<file path="src/rtl/tri_pwm.sv">
module tri_pwm #(
  parameter int W  = 16,
  parameter int PH = 3
) (
  input  logic                  clk,
  input  logic                  rst_n,
  input  logic                  tick,
  input  logic                  run,
  input  logic [W-1:0]          period,
  input  logic [W-1:0]          dead,
  input  logic [PH-1:0][W-1:0]  duty,
  input  logic                  load_crest,
  input  logic                  pol_n,
  input  logic                  pol_c,
  input  logic                  init_n,
  input  logic                  init_c,
  input  logic                  cutoff,
  output logic [PH-1:0]         pwm_n,
  output logic [PH-1:0]         pwm_c,
  output logic                  half_tgl,
  output logic [PH-1:0]         irq_cmp,
  output logic                  irq_unf
);

  logic                 run_q, armed, up;
  logic [W-1:0]         c0, c1, per_q;
  logic [PH-1:0][W-1:0] cmp;

  wire         start   = run & ~run_q;
  wire         adv     = run & run_q & tick;
  wire [W:0]   top_val = {1'b0, per_q} + 1'b1;
  wire         at_top  = up & (c0 == per_q);
  wire         crest   = up & ({1'b0, c0} == top_val);
  wire         trough  = ~up & (c1 == '0);
  wire         reload  = (crest & load_crest) | (trough & ~load_crest);

  always_ff @(posedge clk) begin
    if (!rst_n) begin
      run_q    <= 1'b0;
      armed    <= 1'b0;
      up       <= 1'b1;
      c0       <= '0;
      c1       <= '0;
      per_q    <= '0;
      cmp      <= '0;
      half_tgl <= 1'b0;
    end else begin
      run_q <= run;
      if (start) begin
        armed    <= 1'b1;
        up       <= 1'b1;
        c0       <= dead;
        c1       <= '0;
        per_q    <= period;
        cmp      <= duty;
        half_tgl <= 1'b0;
      end else if (adv) begin
        if (up && !crest) begin
          c0 <= c0 + 1'b1;
          c1 <= c1 + 1'b1;
        end else begin
          c0 <= c0 - 1'b1;
          c1 <= c1 - 1'b1;
        end
        if (crest)  up <= 1'b0;
        if (trough) up <= 1'b1;
        if (reload) cmp <= duty;
        if (at_top || trough) half_tgl <= ~half_tgl;
      end
    end
  end

  assign irq_unf = adv & trough;

  for (genvar i = 0; i < PH; i++) begin : g_phase
    logic act_n, act_c;
    assign act_n = armed ? (up ? (c1 > cmp[i] && c1 != '1) : (c1 >= cmp[i])) : init_n;
    assign act_c = armed ? (up ? (c0 <= cmp[i]) : (c0 < cmp[i])) : init_c;
    assign pwm_n[i]   = cutoff ? ~pol_n : (act_n ~^ pol_n);
    assign pwm_c[i]   = cutoff ? ~pol_c : (act_c ~^ pol_c);
    assign irq_cmp[i] = adv & ((c0 == cmp[i]) | (c1 == cmp[i]));
  end

endmodule

</file>
<file path="config.mk">
export PLATFORM = sky130hd
export DESIGN_NAME = tri_pwm
export DESIGN_NICKNAME = d
export VERILOG_FILES = /design/src/rtl/tri_pwm.sv
export SDC_FILE = /design/constraint.sdc
export NUM_CORES = 1
export LEC_CHECK = 0
export BUFFER_PORTS_ARGS = -buffer_cell sky130_fd_sc_hd__buf_2
export CAP_MARGIN = 10
export CORE_MARGIN = 2
export CORE_UTILIZATION = 59
export CTS_BUF_LIST = sky130_fd_sc_hd__clkbuf_4 sky130_fd_sc_hd__clkbuf_8 sky130_fd_sc_hd__clkbuf_16
export CTS_CLUSTER_SIZE = 20
export DETAILED_ROUTE_END_ITERATION = 16
export GPL_ROUTABILITY_DRIVEN = 0
export PLACE_DENSITY = 0.81
export SETUP_SLACK_MARGIN = 0.02
export SYNTH_ARGS = -nofsm -noshare
export SYNTH_HDL_FRONTEND = slang
export SYNTH_SLANG_ARGS = --single-unit
</file>
<file path="constraint.sdc">
create_clock -name clk -period 7.1 [get_ports clk]
set_clock_uncertainty 0.1 [all_clocks]
set_input_delay 0.71 -clock clk [delete_from_list [all_inputs] [get_ports clk]]
set_output_delay 0.71 -clock clk [all_outputs]
set_load 0.01 [all_outputs]
</file>
Word-level counts from Yosys, hierarchy flattened:

Index checks and enable logic that the tools add are counted.

* input bits: 90
* logic and storage cells: 106
* register bits: 100
* output and inout port bits: 11

* muxes and demuxes: 27
* equal/unequal tests: 9
* add/subtract/negate cells: 5
* magnitude comparators: 12
* reductions and logical operators: 14
* bitwise logic cells: 29

Operator list (number)
* $mux W48: 3
* $eq A16 B16 Y1: 7
* $mux W16: 4
* $ge A16 B16 Y1: 3
* $gt A16 B16 Y1: 3
* $le A16 B16 Y1: 3
* $lt A16 B16 Y1: 3
* $add A16 B1 Y16 const B: 2
* $sub A16 B1 Y16 const B: 2
* $mux W1: 20
* $add A16 B1 Y17 const B: 1
* $eq A16 B17 Y1: 1
* $logic_not A16 Y1: 1
* $ne A16 B16 Y1 const B: 1
* $and A1 B1 Y1: 12
* $not A1 Y1: 7
* $reduce_and A2 Y1: 3
* $reduce_bool A2 Y1: 3
* $xnor A1 B1 Y1: 6
* $logic_and A1 B1 Y1: 4
* $or A1 B1 Y1: 4
* $reduce_or A2 Y1: 1
* $logic_not A1 Y1: 1
* $logic_or A1 B1 Y1: 1

Depth between registers and ports, before layout:

Gate-level depths: netlist of the first run.

* depth after elaboration: 8
* gate-level depth with buffers: 20

Worst setup path after synthesis of the first run:

No wires, ideal clock.

* kind: register -> register
* start point: register per_q[3]
* end point: register c0[15]
* setup slack: 2.068 ns
* arrival time: 4.858 ns
* cell stages (with the launch flop): 20
* required time: 6.926 ns
* period minus slack after synthesis: 5.032 ns
* path through: dfxtp_1 -> nand3_2 -> o21a_1 -> or4b_1 -> a211o_1 -> o41ai_4 -> buf_2 -> buf_2 -> ha_1 -> a21o_1 -> a21oi_1 -> nor3b_1 -> o21ai_0 -> inv_1 -> o22a_1 -> o41a_2 -> o21bai_1 -> a21oi_1 -> or3b_1 -> a31oi_1

* cells in the longest elaborated chain, start to end: 8

RTL lines
* start, declared: line 26 `logic [W-1:0] c0, c1, per_q;`
* start signal, assigned: line 54 `per_q <= period;`
* $add A16 B1 Y17: line 31 `wire [W:0] top_val = {1'b0, per_q} + 1'b1;`
* $eq A16 B17 Y1: line 33 `wire crest = up & ({1'b0, c0} == top_val);`
* $and A1 B1 Y1: line 33
* $logic_not A1 Y1: line 58 `if (up && !crest) begin`
* $logic_and A1 B1 Y1: line 58
* $mux W16: line 58
* $mux W16: line 57 `end else if (adv) begin`
* $mux W16: line 49 `if (start) begin`
* end signal, assigned: line 59 `c0 <= c0 + 1'b1;`
* end signal, assigned: line 62 `c0 <= c0 - 1'b1;`
* end, declared: line 26

Every way passes these cells. The select of a mux whose other input is x is not followed.
A chain may end at the register's enable or synchronous reset.

Worst setup path in the final report of the first run:

Same ends and word-level chain as after synthesis.

==> results of run 1 <==
==> cell usage after synthesis (all sizes together) (19+ instances only) <==
master and instances:
nor2 114, ha 109, dfxtp 100, nand2 92, a21oi 71, inv 55, mux2i 50, o21ai 49
o21a 35, clkbuf 32, xnor2 31, nand4 26, nor2b 19
==> state kept, by name, summed over array words and instances, names as in the netlist <==
name and cells:
half_tgl 1, armed 1, run_q 1, per_q 16
cmp 48, c1 16, c0 16, up 1
==> metal layers <==
metal | GRT usage, % | share of wire (%)
met1 | 39.60 | 43
met2 | 49.93 | 45
met3 | 6.370 | 8.0
met4 | 13.99 | 3.7
met5 | 0 | 0
==> layout make-up <==
class / count / area [sq um]
clock buffer: 11 / 246.5
fill: 1096 / 4315
tap: 176 / 220.2
multi-input combinational: 786 / 5453
clock inverter: 4 / 73.82
sequential: 100 / 2002
timing repair buffer: 109 / 568.0
inverter: 55 / 206.4
==> per-stage QoR <==
step	area, sq um	hold slack (ns)
after floorplan	7826	0.3604
after global placement	8449	0.3742
after detailed placement	8449	0.3791
after CTS	8770	0.3898
after global routing	8770	0.4124
final	8770	0.3892
==> cell families (layout without fill, tap and decap cells) <==
| kind of cell | after synthesis | in the layout | share of synthesized area [%] |
|---|---|---|---|
| multiplexers | 50 | 50 | 6.395 |
| buffers and inverters | 96 | 179 | 4.924 |
| AND/OR/NAND/NOR | 343 | 343 | 20.83 |
| AO/OA/AOI/OAI | 237 | 237 | 19.42 |
| adder cells (fa/ha/maj) | 111 | 111 | 17.81 |
| XOR/XNOR | 45 | 45 | 5.036 |
| flip-flops | 100 | 100 | 25.58 |
==> worst register-to-register path, cell delays in order, from the launching register on <==
cell and delay (ns):
dfxtp_1 0.45, nand3_2 0.22, o21a_1 0.24, or4b_1 0.49, a211o_1 0.36, o41ai_4 0.34, buf_4 0.40, ha_1 0.31
a21o_1 0.17, a21oi_1 0.36, nor3b_1 0.13, o21ai_0 0.16, inv_1 0.05, o22a_1 0.22, o41a_2 0.43, o21bai_1 0.21
a21oi_1 0.09, or3b_1 0.36, a31oi_1 0.12
==> path summary, 6_finish.rpt <==
path | from | to | slack, ns | cells past startpoint
worst max-delay path | per_q[3]$_SDFFE_PN0P_ | c0[15]$_SDFFE_PN0P_ | 1.82 | 18
worst min-delay path | per_q[15]$_SDFFE_PN0P_ | per_q[15]$_SDFFE_PN0P_ | 0.39 | 2
worst max register to register | per_q[3]$_SDFFE_PN0P_ | c0[15]$_SDFFE_PN0P_ | 1.82 | 18
worst min register to register | per_q[15]$_SDFFE_PN0P_ | per_q[15]$_SDFFE_PN0P_ | 0.39 | 2
==> report_power, final <==
part           leakage [nW]  switching, mW  internal (mW)
clock network         0.159          0.216          0.320
registers             0.816         0.0444          0.586
logic                  2.81          0.195          0.168
total                  3.78          0.455           1.07
==> run metrics, run 1 <==
Placement Setup Slack=approximately 1.9 ns; CTS-repair resized insts=0; critical path's largest stage delay=roughly 0.5 ns; cell chain of the critical path=nand3_2, o21a_1, or4b_1, a211o_1, o41ai_4, buf_4, ha_1, a21o_1, a21oi_1, nor3b_1, o21ai_0, inv_1, o22a_1, o41a_2, o21bai_1, a21oi_1, or3b_1, a31oi_1; CP Launch Type=flip-flop; port buffer count=100; Worst path most repeated cell=a21oi_1; Slowest cell on crit path=or4b_1; Antenna diodes=0; Post-CTS Hold Fix Bufs=0; Final Non-Filler Cells=roughly 1200; final setup TNS=0 ns; total gr overflow=0; Yosys warnings=0; CTS buffer count=9; Async S/R FF share, synth=0%; setup ws final=1.819 ns; commonest non-fill, non-tap cell in the layout=nor2_1; CP max FO=37; Core Util, Final=between 60% and 70%; worst hold path type=flip-flop to flip-flop; CP Class=flip-flop to flip-flop; VDD IR max=approximately 190 uV; Layout Nets=~1300; Area Growth Syn to Fin=12.05%; die area=between 10000 and 15000 sq um; global-route wire length before repair=between 30000 and 40000 um; die width=between 100 and 150 um; first-pass detailed-route iteration total=5; status=finished clean; Slew Limit Headroom=a little over two fifths; drt via density=just over 6; Vert. Die Dim=~120 um; Post-Syn Area=between 7000 and 8000 sq um; Pleak=between 3 and 4 nW; Iter 0 DRT Violations=about 530; number of synthesized flops with an enable pin=0; CTS tree=yes; min Tclk post-route=5.281 ns; Detailed Place HPWL=between 15000 and 20000 um; Clock transition at path regs=~0.070 ns; Post-DRT Antenna Nets=0; Arrival @ worst endpoint=approximately 5.5 ns; post-synthesis instance total=around 980; RSZ-0062 raised after global routing=no; sequential fraction of the synthesis area=25.58%; final-report max-slew violation count=0; layout cells sized above 1=about an eighth; max_cap viols=0; total power=between 1.5 and 2 mW; Placed Cells=1226; fin crit share=about 74%; critical path's top delay family=compound AO/OA/AOI/OAI gates; Synth Flop Type=dfxtp_1; final setup violation count=0; CTS root buf=clkbuf_16; register bit total from synthesis=100; Unique masters post-synth=65; post-synthesis average cell area=approximately 8 sq um; CP endpoint kind=flip-flop; io pins=roughly 100; vias in the first global route=about 7000; dominant cell type by area after synthesis=dfxtp_1; commonest non-fill, non-tap cells in the layout=nor2_1, ha_1, dfxtp_1, buf_2, nand2_1; initial antenna violation count=0; Starting Density=between 50 and 60%; top post-synthesis cells by area=dfxtp_1, ha_1, mux2i_1; clock buffer depth=2; final hold violation count=0; WL per Instance=17.44 um; clock sink total=100; global-route usage over all layers=30.88%; DR vias=around 7500; final WL=roughly 22000 um; Buf+Inv Stages, Crit Path=2; largest net degree at the start of global routing=75; pwr dens=approximately 170 nW/um^2; CTS H-Tree Depth=3; DRC errors left=0; worst slew pin tran=approximately 0.84 ns; Clk Latency, worst-skew pair=roughly 0.36 ns; Yosys top cell area share=around a quarter; Worst Path Required=around 7.3 ns; Std-Cell Rows=42; post-CTS setup buffers=0; Max Fclk=approximately 0.19 GHz; Net Count, Synth=approximately 1200; core area=about 13000 sq um
Note: power is estimated with default switching activity, not from simulation.
==> inputs of run 2 (changes only) <==
==> constraint.sdc (replaced) <==
create_clock -name clk -period 5 [get_ports clk]
set_clock_uncertainty 0.1 [all_clocks]
set_input_delay 0.5 -clock clk [delete_from_list [all_inputs] [get_ports clk]]
set_output_delay 0.5 -clock clk [all_outputs]
set_load 0.01 [all_outputs]
==> run 2 against run 1 <==
Setup slack got worse by 1.6 ns; maximum frequency rose by 11%; sequential share of layout area fell by 0.36 points; critical path type unchanged; critical endpoint unchanged; die area did not move.
==> run metrics, run 2 (synthesis gave the netlist of run 1 again) <==
Antenna diodes=0; Filler cells=1076; port buffer count=100; max_cap viols=0; VDD IR max=236.5 uV; CP Launch Type=flip-flop; Post-DRT Antenna Nets=0; Max Fclk=about 0.21 GHz; final WL=approximately 23000 um; max reg flops=48; io pins=101; WHS Path Cells=3; Slowest cell on crit path=o41a_2; register area=between 2000 and 2500 sq um; commonest non-fill, non-tap cell in the layout=nor2_1; final setup violation count=0; R2R depth=18; min Tclk post-route=roughly 4.7 ns; CTS H-Tree Depth=3; CTS buffer count=9; clock buffer depth=2; Pint=around 1.6 mW; setup ws final=~0.26 ns; Worst path most repeated cell=ha_1; total power=between 2 and 2.5 mW; minimum hold slack=0.2661 ns; Layout Nets=roughly 1300; Std-Cell Rows=42; largest net degree at the start of global routing=between 40 and 50; r2r endpoint=c0[15]$_SDFFE_PN0P_; global-route usage over all layers=about a third; core area=between 10000 and 15000 sq um; CP max FO=6; worst slew pin tran=0.9686 ns; hold_sp=duty[10]; DRC errors left=0; Starting Density=about three fifths; cell chain of the critical path=ha_1, nand4_1, nor3_2, o32ai_1, a211o_1, o41ai_4, ha_1, a21o_1, a21oi_4, nor3b_1, o21ai_0, inv_1, o22a_1, o41a_2, o21bai_1, a21oi_1, or3b_1, a31oi_1; critical path's largest stage delay=0.43 ns; status=finished clean; R2R setup slack=roughly 0.26 ns; CP Class=flip-flop to flip-flop; drt via density=approximately 6.1; pwr dens=about 250 nW/um^2; Reg with most FFs=cmp; final hold violation count=0; Clk Latency, worst-skew pair=about 0.36 ns; Detailed Place HPWL=~16000 um; Pleak=slightly below 4 nW; multi-input combinational cell area=5483 sq um; Iter 0 DRT Violations=~660; Placement Setup Slack=around 0.19 ns; CTS tree=yes; vias in the first global route=approximately 7200; Buf+Inv Stages, Crit Path=1; Clock transition at path regs=0.07 ns; first-pass detailed-route iteration total=5; DR vias=7694; clock power share=approximately 36%; die width=roughly 120 um; Area Growth Syn to Fin=14.20%; initial antenna violation count=0; layout cells sized above 1=14.48%; final-report max-slew violation count=0; Hold Path Sink=cmp[10]$_SDFFE_PN0P_; worst hold path type=input pin to flip-flop; r2r startpoint=per_q[1]$_SDFFE_PN0P_; commonest non-fill, non-tap cells in the layout=nor2_1, ha_1, buf_2; sequential group share of total power=39.1%; CP endpoint kind=flip-flop; switching part of the total power=between 20% and 30%; fin crit share=about 95%; Arrival @ worst endpoint=~4.9 ns; Vert. Die Dim=between 100 and 150 um; die area=14200 sq um; clock sink total=100; switching power total=0.6640 mW; total gr overflow=0; WL per Instance=between 15 and 20 um; Slew Limit Headroom=35.19%; global-route wire length before repair=36060 um; CTS root buf=clkbuf_16; Worst Path Required=5.19 ns; Post-CTS Hold Fix Bufs=0; critical path's top delay family=compound AO/OA/AOI/OAI gates; Combinational Power Share=between 20% and 30%
[run 2: cell count changes in the layout (fill, tap and decap cells not counted), sizes merged]
cell,change
buf,+13
bufinv,+1
clkbuf,-1
clkinv,-1
[run 2: worst max path at each step]
stage,startpoint,endpoint,slack [ns],depth (start not counted)
finish,per_q[1]$_SDFFE_PN0P_,c0[15]$_SDFFE_PN0P_,0.26,18
global route,per_q[1]$_SDFFE_PN0P_,c0[15]$_SDFFE_PN0P_,-0.03,18
CTS,per_q[3]$_SDFFE_PN0P_,c0[15]$_SDFFE_PN0P_,0.14,17
detailed placement,per_q[3]$_SDFFE_PN0P_,c0[15]$_SDFFE_PN0P_,0.19,17
global placement,per_q[4]$_SDFFE_PN0P_,c0[15]$_SDFFE_PN0P_,0.30,17
floorplan,per_q[3]$_SDFFE_PN0P_,c0[15]$_SDFFE_PN0P_,0.06,19
[run 2: worst reg2reg max path: cells and delay by family, from the launching register on]
family,cells,cell delay [ns]
AOI/OAI and AO/OA,11,2.57
and+or+nand+nor,4,1.02
adders and majority gates,2,0.54
DFF,1,0.39
buffers and inverters,1,0.05
[run 2: routing by layer]
| layer | global-route usage [%] | vias up | part of all wire, % |
|---|---|---|---|
| li1 | - | 3704 | - |
| met4 | 16.37 | 0 | 5.0 |
| met2 | 51.01 | 345 | 44 |
| met3 | 5.412 | 90 | 8.6 |
| met5 | 0 | - | 0 |
| met1 | 42.20 | 3555 | 42 |
[run 2: layout make-up]
type / count / share of cell area [%]
flip-flops and latches: 100 / 22.47
inverters: 55 / 2.310
clock buffers: 10 / 2.674
well taps: 176 / 2.464
clock inverters: 4 / 1.106
repair buffers: 122 / 7.630
multi-input cells: 786 / 61.35
[run 2: stage by stage]
stage               util (%)  setup TNS [ns]  instance area (sq um)  cells
floorplan                  -               0                   7830    982
global placement       65.44               0                   8563   1239
detailed placement     65.44               0                   8563   1239
CTS                    68.02               0                   8901   1253
global route           68.30        -0.02812                   8937   1253
finish                 68.30               0                   8937   1253
[run 2: power groups by stage]
stage | clock network [mW] | logic (mW) | registers [mW]
3_3_place_gp | 0 | 0.525 | 0.891
6_report | 0.811 | 0.555 | 0.878
5_1_grt | 0.843 | 0.613 | 0.882
4_1_cts | 0.814 | 0.545 | 0.875
3_5_place_dp | 0 | 0.536 | 0.893
2_1_floorplan | 0 | 0.382 | 0.879
[run 2: what timing repair did]
| action | in CTS | in global routing |
|---|---|---|
| resized for setup | 0 | 10 |
| setup buffers | 0 | 0 |
| setup endpoints to repair | 0 | 1 |
==> inputs of run 3 (changes only) <==
--- a/config.mk
+++ b/config.mk
@@ -14,6 +14,7 @@
 export DETAILED_ROUTE_END_ITERATION = 16
 export GPL_ROUTABILITY_DRIVEN = 0
 export PLACE_DENSITY = 0.81
+export RECOVER_POWER = 25
 export SETUP_SLACK_MARGIN = 0.02
 export SYNTH_ARGS = -nofsm -noshare
 export SYNTH_HDL_FRONTEND = slang
==> run 3 against run 2 <==
The run now ends with max-capacitance violations, max-slew violations left; largest power group unchanged; cell count did not move; wire length fell by 0.12%; critical path depth did not move; register-to-register slack barely moved; setup slack got worse by 0.0057 ns; sequential power barely moved; maximum frequency fell by 0.12%; non-clock buffer count did not move; clock power barely moved; clock-buffer cell count did not move; cell area fell by 0.18%; global-route usage did not move.
==> run metrics, run 3 (synthesis gave the netlist of run 1 again) <==
status=complete, but fails checks; violated checks=max-capacitance violations, max-slew violations; WHS Path Cells=3; DR vias=approximately 7700; Vert. Die Dim=around 120 um; Clock transition at path regs=0.07 ns; min Tclk post-route=4.745 ns; Std-Cell Rows=42; VDD IR max=around 240 uV; Filler cells=roughly 1100; io pins=101; global-route wire length before repair=~36000 um; die width=119.2 um; CP Class=flip-flop to flip-flop; critical path's largest stage delay=roughly 0.43 ns; Reg with most FFs=cmp; port buffer count=100; pwr dens=roughly 250 nW/um^2; Iter 0 DRT Violations=770; global routing's busiest layer=met2; Starting Density=about 60%; Hold Path Sink=cmp[10]$_SDFFE_PN0P_; CP max FO=6; Detailed Place HPWL=16480 um; die area=between 10000 and 15000 sq um; fin crit share=94.89%; global-route usage over all layers=between 30% and 40%; met3 usage in global routing=under 10%; clock sink total=100; Slew Limit Headroom=-16.72%; cell chain of the critical path=ha_1, nand4_1, nor3_2, o32ai_1, a211o_1, o41ai_4, ha_1, a21o_1, a21oi_4, nor3b_1, o21ai_0, inv_1, o22a_1, o41a_2, o21bai_1, a21oi_1, or3b_1, a31oi_1; Placement Setup Slack=0.1921 ns; R2R depth=18; CP endpoint kind=flip-flop; clock buffer depth=2; commonest non-fill, non-tap cells in the layout=nor2_1, ha_1, buf_2; CTS tree=yes; vias in the first global route=7215; met2 Usage GRT=between 50% and 60%; total gr overflow=0; Clk Latency, worst-skew pair=about 0.36 ns; CP Launch Type=flip-flop; max reg flops=48; Antenna diodes=0; final WL=22660 um; Post-CTS Hold Fix Bufs=0; CTS buffer count=9; final hold violation count=0; Layout Nets=1274; Slowest cell on crit path=o41a_2; hold_sp=duty[10]; max_cap viols=1; Arrival @ worst endpoint=between 4 and 5 ns; final setup violation count=0; grt met1 use=42.20%; commonest non-fill, non-tap cell in the layout=nor2_1; layout cells sized above 1=between 10% and 20%; Area Growth Syn to Fin=13.99%; CTS root buf=clkbuf_16; r2r endpoint=c0[15]$_SDFFE_PN0P_; Post-DRT Antenna Nets=0; DRC errors left=0; final-report max-slew violation count=36; worst slew pin tran=between 1.5 and 2 ns; largest net degree at the start of global routing=49; first-pass detailed-route iteration total=5; CTS H-Tree Depth=3; r2r startpoint=per_q[1]$_SDFFE_PN0P_; core area=~13000 sq um; Worst Path Required=5.18 ns; DP Area=about 8600 sq um; setup ws final=between 0.2 and 0.3 ns; Worst path most repeated cell=ha_1; Core Util, Final=just under 70%; R2R setup slack=approximately 0.26 ns; Pleak=roughly 3.8 nW; post-route cell area=between 8000 and 9000 sq um; Max Fclk=around 0.21 GHz; initial antenna violation count=0; drt via density=slightly above 6; WL per Instance=approximately 18 um; worst hold path type=input pin to flip-flop
run 3: changes by cell type in the layout (fill, tap and decap cells not counted), sizes merged:
cell	delta
buf	-7
clkbuf	+7
run 3: worst max path at each step:
stage	startpoint	endpoint	slack, ns	depth (start not counted)
CTS	per_q[3]$_SDFFE_PN0P_	c0[15]$_SDFFE_PN0P_	0.14	17
detailed placement	per_q[3]$_SDFFE_PN0P_	c0[15]$_SDFFE_PN0P_	0.19	17
floorplan	per_q[3]$_SDFFE_PN0P_	c0[15]$_SDFFE_PN0P_	0.06	19
global placement	per_q[4]$_SDFFE_PN0P_	c0[15]$_SDFFE_PN0P_	0.30	17
finish	per_q[1]$_SDFFE_PN0P_	c0[15]$_SDFFE_PN0P_	0.26	18
global route	per_q[1]$_SDFFE_PN0P_	c0[15]$_SDFFE_PN0P_	-0.04	18
run 3: routing by layer:
layer | vias up | share of wire [%]
met5 | - | 0
met4 | 0 | 4.7
met3 | 83 | 8.7
met2 | 334 | 45
met1 | 3567 | 42
li1 | 3701 | -
run 3: repair_timing:
action                                  4_1_cts  5_1_grt
buffers inserted                              0        0
resized for setup                             0       10
endpoints found under the setup margin        0        1
hold endpoints to repair                      0        0
run 3: area by class of cell:
| class | count | area (sq um) | area share, % |
|---|---|---|---|
| Timing Repair Buffer | 122 | 665.6 | 7.461 |
| Inverter | 55 | 206.4 | 2.314 |
| Clock inverter | 4 | 98.84 | 1.108 |
| Sequential cell | 100 | 2008 | 22.51 |
| Multi-Input combinational cell | 786 | 5483 | 61.46 |
| Tap cell | 176 | 220.2 | 2.468 |
| Clock buffer | 10 | 239.0 | 2.679 |
run 3: worst max-delay path: cells and delay by family (launching register included):
| kind | cells | cell delay (ns) |
|---|---|---|
| AO/OA/AOI/OAI | 11 | 2.56 |
| adder cells (fa/ha/maj) | 2 | 0.54 |
| buffers and inverters | 1 | 0.05 |
| flip-flops | 1 | 0.39 |
| AND/OR/NAND/NOR | 4 | 1.01 |
run 3: per-stage QoR:
stage | std cells | power [mW] | hold slack, ns | setup TNS, ns
after floorplan | 982 | 1.261 | 0.3604 | 0
after global placement | 1239 | 1.416 | 0.3721 | 0
after detailed placement | 1239 | 1.429 | 0.3807 | 0
after CTS | 1253 | 2.235 | 0.2642 | 0
after global routing | 1253 | 2.337 | 0.2790 | -0.03932
final | 1253 | 2.241 | 0.2647 | 0
run 3: power by group:
part / internal, mW / total (mW) / switching (mW)
Sequential: 0.833 / 0.878 / 0.0453
Combinational: 0.247 / 0.552 / 0.305
Clock: 0.498 / 0.811 / 0.313
Total: 1.58 / 2.24 / 0.663
